**src/rtl/rx_sample_port.sv**
```systemverilog
module rx_sample_port #(
  parameter int DATA_W = 16,
  parameter int EXP_W = 3,
  parameter int HOLD_SAMPLES = 7
) (
  input  logic              clk,
  input  logic              rst_n,
  input  logic              soft_rst,
  input  logic              cplx_mode,
  input  logic              in_valid,
  input  logic              ab_sel,
  input  logic [DATA_W-1:0] in_data,
  input  logic [EXP_W-1:0]  in_exp,
  output logic [DATA_W-1:0] a_data,
  output logic [EXP_W-1:0]  a_exp,
  output logic              a_valid,
  output logic [DATA_W-1:0] b_data,
  output logic [EXP_W-1:0]  b_exp,
  output logic              b_valid,
  output logic              data_stb
);
  localparam int CNT_W = $clog2(HOLD_SAMPLES + 1);
  localparam logic [CNT_W-1:0] HOLD = CNT_W'(HOLD_SAMPLES);

  logic [DATA_W-1:0] cap_d, i_d;
  logic [EXP_W-1:0]  cap_e, i_e;
  logic              cap_ab, cap_v, cap_srst;
  logic [CNT_W-1:0]  hold_cnt;
  logic              pend;

  always_ff @(posedge clk or negedge rst_n) begin
    if (!rst_n) begin
      cap_d    <= '0;
      cap_e    <= '0;
      cap_ab   <= 1'b0;
      cap_v    <= 1'b0;
      cap_srst <= 1'b0;
    end else begin
      cap_d    <= in_data;
      cap_e    <= in_exp;
      cap_ab   <= ab_sel;
      cap_v    <= in_valid;
      cap_srst <= soft_rst;
    end
  end

  wire ready  = (hold_cnt == HOLD);
  wire take   = cap_v & ~cap_srst;
  wire pair   = ~cap_ab & pend;
  wire emit_a = take & ready & (cplx_mode ? pair : cap_ab);
  wire emit_b = take & ready & (cplx_mode ? pair : ~cap_ab);

  always_ff @(posedge clk or negedge rst_n) begin
    if (!rst_n) begin
      hold_cnt <= '0;
      pend     <= 1'b0;
      i_d      <= '0;
      i_e      <= '0;
      a_data   <= '0;
      a_exp    <= '0;
      b_data   <= '0;
      b_exp    <= '0;
      a_valid  <= 1'b0;
      b_valid  <= 1'b0;
      data_stb <= 1'b0;
    end else if (cap_srst) begin
      hold_cnt <= '0;
      pend     <= 1'b0;
      a_valid  <= 1'b0;
      b_valid  <= 1'b0;
      data_stb <= 1'b0;
    end else begin
      if (take && !ready) hold_cnt <= hold_cnt + 1'b1;
      a_valid  <= emit_a;
      b_valid  <= emit_b;
      data_stb <= emit_a | emit_b;
      if (emit_a) begin
        a_data <= cplx_mode ? i_d : cap_d;
        a_exp  <= cplx_mode ? i_e : cap_e;
      end
      if (emit_b) begin
        b_data <= cap_d;
        b_exp  <= cap_e;
      end
      if (!cplx_mode) pend <= 1'b0;
      else if (take && ready) begin
        if (cap_ab) begin
          pend <= 1'b1;
          i_d  <= cap_d;
          i_e  <= cap_e;
        end else pend <= 1'b0;
      end
    end
  end


  hold_quiet_chk: assert property (@(posedge clk) disable iff (!rst_n)
    (hold_cnt != HOLD) |=> !data_stb);

  srst_quiet_chk: assert property (@(posedge clk) disable iff (!rst_n)
    cap_srst |=> !(a_valid || b_valid || data_stb));

  cnt_bound_chk: assert property (@(posedge clk) disable iff (!rst_n)
    hold_cnt <= HOLD);

  idle_quiet_chk: assert property (@(posedge clk) disable iff (!rst_n)
    !cap_v |=> (!a_valid && !b_valid && $stable(a_data) && $stable(b_data)));

  dual_onehot_chk: assert property (@(posedge clk) disable iff (!rst_n)
    !cplx_mode |=> (cplx_mode || $onehot0({a_valid, b_valid})));

  cplx_pair_chk: assert property (@(posedge clk) disable iff (!rst_n)
    cplx_mode |=> (!cplx_mode || (a_valid == b_valid)));

  a_latency_chk: assert property (@(posedge clk) disable iff (!rst_n)
    (take && ready && !cplx_mode && cap_ab) |=> (a_valid && a_data == $past(cap_d)));

  stb_match_chk: assert property (@(posedge clk) disable iff (!rst_n)
    $rose(data_stb) |-> (a_valid || b_valid));
endmodule

```
**config.mk**
```make
export PLATFORM = sky130hd
export DESIGN_NAME = rx_sample_port
export DESIGN_NICKNAME = d
export VERILOG_FILES = /design/src/rtl/rx_sample_port.sv
export SDC_FILE = /design/constraint.sdc
export NUM_CORES = 1
export LEC_CHECK = 0
export BUFFER_PORTS_ARGS = -buffer_cell sky130_fd_sc_hd__buf_2
export CORE_MARGIN = 3
export CORE_UTILIZATION = 50
export DETAILED_ROUTE_END_ITERATION = 16
export GPL_ROUTABILITY_DRIVEN = 0
export GPL_TIMING_DRIVEN = 0
export PLACE_DENSITY = 0.8
export SYNTH_ARGS = -nofsm -noshare
export SYNTH_HDL_FRONTEND = slang
export SYNTH_SLANG_ARGS = --single-unit
```
**constraint.sdc**
```tcl
create_clock -name clk -period 5.25 [get_ports clk]
set_clock_uncertainty 0.1 [all_clocks]
set_input_delay 1.05 -clock clk [delete_from_list [all_inputs] [get_ports clk]]
set_output_delay 1.05 -clock clk [all_outputs]
set_load 0.005 [all_outputs]
```
[Word-level counts from Yosys, hierarchy flattened]
Cells that the tools add are included.
Storage, ports and cells
  word-level logic and storage cells: 47
  register bits after elaboration: 86
  output and inout port bits: 41
  input port bits: 25
Cells by class
  eq/ne operators: 2
  muxes and demuxes: 13
  add/sub/neg operators: 1
  reductions and logical operators: 7
  bitwise gates (word level): 8
Operator list (count)
  $mux 16: 1
  $mux 1: 9
  $mux 3: 3
  $and 1x1->1: 5
  $reduce_and 2->1: 2
  $reduce_and 4->1: 1
  $add 3x1->3 const B: 1
  $eq 3x3->1 const B: 1
  $ne 3x1->1 const B: 1
  $logic_and 1x1->1: 2
  $not 1->1: 2
  $reduce_bool 2->1: 1
  $logic_not 1->1: 1
  $or 1x1->1: 1

[Depth between registers and ports, before layout]
Gate-level depths: netlist of the first run.
  word-level depth: 6
  depth in mapped cells: 6
  gate-level depth less buffers: 5

[Least setup slack after synthesis of the first run]
OpenSTA, ideal clock, no wires.
  path kind: input -> register
  start: input port cplx_mode
  end: register b_data[10]
  setup slack: 3.043 ns
  setup time: 0.125 ns
  path buffers: 2
  data required time: 5.025 ns
  arrival: 1.982 ns
  stages: 5
  path through: buf_2 and2b_1 nor3_4 buf_6 mux2_2
Between the ends
  longest elaborated chain between the ends: 3
RTL lines
  from (decl): RTL line 9  | input logic cplx_mode,
  $mux 1: RTL line 51  | wire emit_b = take & ready & (cplx_mode ? pair : ~cap_ab);
  $and 1x1->1: RTL line 51
  $reduce_and 2->1 (no line)
  to (signal assigned): RTL line 82  | b_data <= cap_d;
  to (decl): RTL line 17  | output logic [DATA_W-1:0] b_data,
Every way passes these cells.
A chain may end at the register's enable or synchronous reset.

[Worst setup path in the final report of the first run]
  start: register a_data[12]
  end: output port a_data[12]
RTL lines
  from (decl): RTL line 14  | output logic [DATA_W-1:0] a_data,
  from (signal assigned): RTL line 78  | a_data <= cplx_mode ? i_d : cap_d;
No word-level cell between the ends.

==> summary.txt, run 1 <==
Run status
  – Outcome: finished, final reports clean

Clock network
  – CTS tree: built
  – H-tree Lvls: 3
  – Post CTS Setup Buffer Count: 0
  – Clock latency on the worst-skew pair: 340 ps
  – Resize count post-CTS: 0
  – Cts bufs inserted: 9
  – Root buffer cell: clkbuf_8
  – Hold Buf Count CTS: 0
  – Clock buffer depth: 2
  – TritonCTS sink count: 86
  – CTS clock-pin slew for the worst setup and hold paths: around 80 ps

Route
  – Routed vias/inst: roughly 5
  – Final WL: 5470 um
  – WL met3: between 200 and 300 um
  – Via count: ~1800
  – TritonRoute pass-1 iters: 3
  – Top Layer Used: met4
  – Met1 Wirelength: between 2000 and 2500 um
  – DRC errors left: 0
  – Met2 WL: around 2800 um
  – Final ANT Viol Nets: 0
  – Initial DRC count: 49
  – Drt wl/cell: ~16 um

Setup path
  – Setup slack, reg-to-reg: roughly 3400 ps
  – Buf/Inv on CP: 1
  – Nature of the critical path startpoint: flop
  – Crit path DAT: about 870 ps
  – Setup CP Type: flop to output port
  – Worst-path cell chain: buf_2
  – Max FO, Critical Path: 2
  – Critical Path RT: 4100 ps
  – CP top delay family: flip-flops
  – CP max stage cell: dfrtp_1
  – CP Depth: 1
  – Crit end category: output port
  – R2R cell count: 6
  – Reg-to-reg startpoint: hold_cnt[0]
  – Max incr delay on CP: slightly below 400 ps
  – Worst r2r dst: i_d[9]

Placed design
  – DP Worst Slack: a little under 3000 ps
  – Final HPWL DP: approximately 3900 um
  – Port bufs: 64

Finish
  – Nets: 295
  – Antenna cells: 0
  – Commonest non-fill, non-tap cell in the layout: dfrtp_1
  – Layout cells sized above 1: 61.2%
  – Most frequent cells in the layout: dfrtp_1 (86), mux2_2 (75), buf_2 (64)
  – Register area: roughly 0.0022 mm^2
  – # fillers: approximately 480
  – Layout area overhead: 19.0%
  – Multi-input logic area: ~0.0010 mm^2

Timing
  – RSZ-0062 raised after global routing: no
  – Final hold vios: 0
  – # setup viols final: 0
  – Tmin final: a little over 2000 ps
  – Relative max-transition margin: 63.0%
  – Setup ws final: between 3000 and 4000 ps
  – Fmax: 0.496 GHz
  – Final period utilization: 38.4%
  – Setup_tns: 0 ps
  – Slew at the pin closest to its max-slew limit: approximately 560 ps
  – Max Slew Vio Count: 0

GRT
  – Initial antenna violation count: 0
  – Vias in the first global route: between 1500 and 2000
  – GRT Residual Overflow: 0
  – Pin count of the biggest net entering global routing: 45
  – Total GRT Usage: approximately 16%
  – First-pass GRT wire length: 9200 um

Floorplan
  – Die Area: 0.00756 mm^2
  – Initial core utilization: between 50% and 60%
  – Die height: 86.9 um
  – Ports: 66
  – Core Area: a little over 0.006 mm^2
  – Die width: 86.9 um
  – Site row count: 28

Logic synthesis
  – Post-synth top area cell: dfrtp_1
  – Sequential area share after synthesis: 65.7%
  – Synth Register Bits: 86
  – Share of the synthesized area in the top cell type: between 60 and 70%
  – Yosys warns: 0
  – Mapped Cells: roughly 190
  – Synth cell types: 21
  – Area contributors post-synth: dfrtp_1 (66%), mux2_2 (26%), mux2i_1 (0.92%)
  – Synthesized area per cell: 17.1 um^2
  – Syn nets: 219
  – Post-Syn Area: about 0.0033 mm^2

Min path
  – Worst min path class: flop to flop
  – WHS Endpoint: a_exp[0]
  – Cells on Worst Hold Path: 1
  – Hold path startpoint: a_exp[0]

Pwr
  – Worst IR drop on VDD: between 0.15 and 0.2 mV
  – PD cells: about 290 mW/mm^2
  – Leak: around 2.1 nW
  – Tot Pwr: roughly 1.1 mW

Job
  – Max-cap violation count: 0
==> cells by family (layout without fill, tap and decap cells) <==
logic type / after synthesis / in the layout / share of synthesized area [%]
fa+ha+maj: 2 / 2 / 0.764
mux: 79 / 79 / 27.1
compound gates: 2 / 2 / 0.420
xor+xnor: 1 / 1 / 0.268
simple gates: 14 / 14 / 3.55
buf+inv: 8 / 89 / 2.22
flops: 86 / 86 / 65.7
==> synthesized netlist by cell type <==
cell and instances:
buf_4 4, mux2_2 75, xor2_1 1, ha_1 2, nand2b_1 3, nor3_4 1
a21oi_1 1, buf_2 1, nor2_1 3, a21oi_2 1, nand3b_1 1, nor3b_1 1
and2b_1 1, nand2_1 2, nand3b_4 1, dfrtp_1 86, buf_8 1, nor2_8 1
buf_6 2, mux2i_1 3, mux2_1 1
==> sequential cells by signal, summed over array words and instances (netlist names), 3 cells and up <==
register and flops:
b_data 16, cap_e 3, b_exp 3, i_d 16
hold_cnt 3, a_data 16, a_exp 3, i_e 3
cap_d 16
==> power by group <==
part           switching (mW)  leakage [nW]  internal (mW)
Combinational          0.0235         0.892         0.0209
Sequential            0.00859          1.15          0.673
Clock                   0.219        0.0930          0.200
==> metrics by stage <==
step                      hold WS, ps  area [um^2]  util, %  std cells
after floorplan                   368         3270        -        192
after global placement            377         3690     60.2        331
after detailed placement          389         3710     60.5        332
after CTS                         408         3900     63.6        348
after global routing              417         3900     63.6        348
final                             403         3900     63.6        348
==> worst max path at each step <==
stage               start         end  slack [ps]
2_1_floorplan   cplx_mode  b_data[10]        3040
3_3_place_gp        rst_n    cap_d[2]        2380
3_5_place_dp    cplx_mode      i_d[9]        2920
4_1_cts         b_data[1]   b_data[1]        3210
5_1_grt        b_data[15]  b_data[15]        3180
6_report       a_data[12]  a_data[12]        3230
==> layer usage <==
| layer | track usage (%) | vias to the layer above |
|---|---|---|
| li1 | - | 833 |
| met1 | 21.6 | 887 |
| met2 | 25.6 | 40 |
| met3 | 4.73 | 7 |
| met4 | 5.10 | 0 |
| met5 | 0 | - |
==> final cells by class <==
type,count,share of cell area [%]
multi-input combinational,98,26.9
buffer,8,1.86
tap,75,2.41
clock inverter,4,0.771
timing repair buffer,65,8.80
sequential,86,55.2
clock buffer,12,3.98
(Power assumes the default switching activity.)
==> inputs of run 2 (changes only) <==
==> constraint.sdc (replaced) <==
create_clock -name clk -period 1.9 [get_ports clk]
set_clock_uncertainty 0.1 [all_clocks]
set_input_delay 0.38 -clock clk [delete_from_list [all_inputs] [get_ports clk]]
set_output_delay 0.38 -clock clk [all_outputs]
set_load 0.005 [all_outputs]
==> run 2 against run 1 <==
Compared with the run above:
- the run now ends with setup timing left
- utilization up 1.3 points
- sequential power rose to 2.8 times the previous value
- register-to-register slack got worse by 3400 ps
- die area stayed put
- hold slack got worse by 370 ps
==> summary.txt, run 2 (synthesized netlist as in run 1, its figures left out) <==
Route
  – TritonRoute pass-1 iters: 3 (unchanged)
  – Via count: 1802 (+2.0%)
  – Final ANT Viol Nets: 0 (unchanged)
  – DRC errors left: 0 (unchanged)
  – Routed vias/inst: 5.09 (+0.25%)
  – Initial DRC count: 50 (+2.0%)
  – Final WL: 5720 um (+4.5%)
  – Drt wl/cell: 16.1 um (+2.7%)

Clock network
  – Cts bufs inserted: 9 (unchanged)
  – Clock latency on the worst-skew pair: 340 ps (about the same)
  – CTS tree: built
  – CTS clock-pin slew for the worst setup and hold paths: 90 ps (about the same)
  – Clock buffer depth: 2 (unchanged)
  – H-tree Lvls: 3 (unchanged)
  – Root buffer cell: clkbuf_8
  – TritonCTS sink count: 86 (unchanged)

Floorplan
  – Site row count: 28 (unchanged)
  – Ports: 66 (unchanged)
  – Core Area: 0.00613 mm^2 (unchanged)
  – Die height: 86.9 um (unchanged)
  – Initial core utilization: 53.4% (unchanged)
  – Die width: 86.9 um (unchanged)
  – Die Area: 0.00756 mm^2 (unchanged)

Setup path
  – CP Launch Point: hold_cnt[1]
  – Crit end category: flop
  – Worst r2r dst: b_data[14]
  – Setup crit end: b_data[14]
  – Max incr delay on CP: 370 ps (-20 ps)
  – Crit path DAT: 2030 ps (+1160 ps)
  – Reg-to-reg startpoint: hold_cnt[1]
  – CP max stage cell: dfrtp_1
  – R2R cell count: 7 (+1)
  – Worst-path cell chain: ha_2 > ha_4 > nand3b_4 > nor3_4 > buf_4 > buf_8 > mux2_2
  – Setup slack, reg-to-reg: -2 ps (-3360 ps)
  – Critical Path RT: 2030 ps (-2070 ps)
  – Setup CP Type: flop to flop
  – Nature of the critical path startpoint: flop
  – Max FO, Critical Path: 5 (+3)

Finish
  – Layout cells sized above 1: 62.4% (+1.2 points)
  – Antenna cells: 0 (unchanged)
  – Commonest non-fill, non-tap cell in the layout: dfrtp_1
  – Finished Cell Area: 0.00398 mm^2 (+2.0%)
  – Layout area overhead: 21.4%
  – Most frequent cells in the layout: dfrtp_1 (86), mux2_2 (72), buf_2 (65)
  – Nets: 301 (+2.0%)

Timing
  – Setup ws final: -2.05 ps (-3230 ps)
  – Slew at the pin closest to its max-slew limit: 561 ps (+5.77 ps)
  – Relative max-transition margin: 62.6% (-0.38 points)
  – Final period utilization: 100%
  – RSZ-0062 raised after global routing: yes
  – Final hold vios: 0 (unchanged)
  – # setup viols final: 1 (+1)
  – Fmax: 0.526 GHz
  – Max Slew Vio Count: 0 (unchanged)
  – Tmin final: 1900 ps

Min path
  – Worst min path class: primary input to flop

Pwr
  – Leak: 2.17 nW (+1.4%)
  – PD cells: 797 mW/mm^2 (+170%)
  – Worst IR drop on VDD: 0.508 mV (+180%)

GRT
  – Vias in the first global route: 1860 (+0.54%)
  – First-pass GRT wire length: 9240 um (+0.46%)
  – GRT Residual Overflow: 0 (unchanged)
  – Total GRT Usage: 16.2% (+0.061 points)
  – Pin count of the biggest net entering global routing: 45 (unchanged)
  – Initial antenna violation count: 0 (unchanged)

Placed design
  – Placed Area: 0.00371 mm^2 (unchanged)
  – Final HPWL DP: 3950 um (unchanged)
  – Port bufs: 64 (unchanged)
  – DP Worst Slack: 2.02 ps (-2920 ps)

Run status
  – Violated checks: setup timing
  – Outcome: finished with violations

Job
  – Max-cap violation count: 0 (unchanged)
run 2: cell count changes in the layout (fill, tap and decap cells not counted), sizes merged:
cell / before / now
buf: 73 / 78
dlygate4sd3: 0 / 1
run 2: cell type report:
cell class                      instances  area [um^2]
Timing Repair Buffer                   71          392
Sequential cell                        86         2150
Fill cell                             468         2160
Clock inverter                          4         30.0
Multi-Input combinational cell         98         1080
Tap cell                               75         93.8
Buffer                                  8         76.3
Clock buffer                           12          155
run 2: power breakdown:
part	leakage [nW]	total (mW)	internal, mW	switching [mW]
clock network	0.0930	1.16	0.552	0.605
logic	0.923	0.127	0.0601	0.0665
registers	1.15	1.88	1.86	0.0246
run 2: layer usage:
metal / GRT usage (%) / wire [um]
met1: 21.7 / 2470
met5: 0 / 0
met2: 25.7 / 2890
met3: 4.73 / 293
met4: 5.10 / 58
run 2: repair_timing:
item / 4_1_cts / 5_1_grt
buffers inserted: 0 / 3
hold buffers: 1 / 0
endpoints found under the hold margin: 43 / 0
gates cloned: 0 / 2
endpoints found under the setup margin: 1 / 32
pin swaps: 0 / 3
gates resized for setup: 1 / 9
run 2: how the worst min path moves through the flow:
stage	cells past startpoint	to	startpoint
final	1	cap_e[2]	in_exp[2]
after global routing	1	cap_d[4]	in_data[4]
after CTS	1	cap_e[2]	in_exp[2]
after detailed placement	1	i_d[9]	rst_n
after global placement	1	a_exp[0]	a_exp[0]
after floorplan	0	a_data[0]	rst_n
run 2: per-stage QoR:
stage	power, mW	util, %	instances	setup TNS [ps]	hold WS (ps)
2_1_floorplan	1.96	-	192	0	-15.6
3_3_place_gp	2.03	60.2	331	-25700	377
3_5_place_dp	2.05	60.5	332	0	307
4_1_cts	3.21	63.8	349	0	13.6
5_1_grt	3.31	64.8	354	-1380	4.73
6_report	3.17	64.8	354	-2.05	33.8
run 2: critical path, delay by kind of cell (launching register included):
family | cells | cell delay [ps]
flip-flops | 1 | 370
AND/OR/NAND/NOR | 2 | 360
adder cells (fa/ha/maj) | 2 | 350
multiplexers | 1 | 330
buffers and inverters | 2 | 290
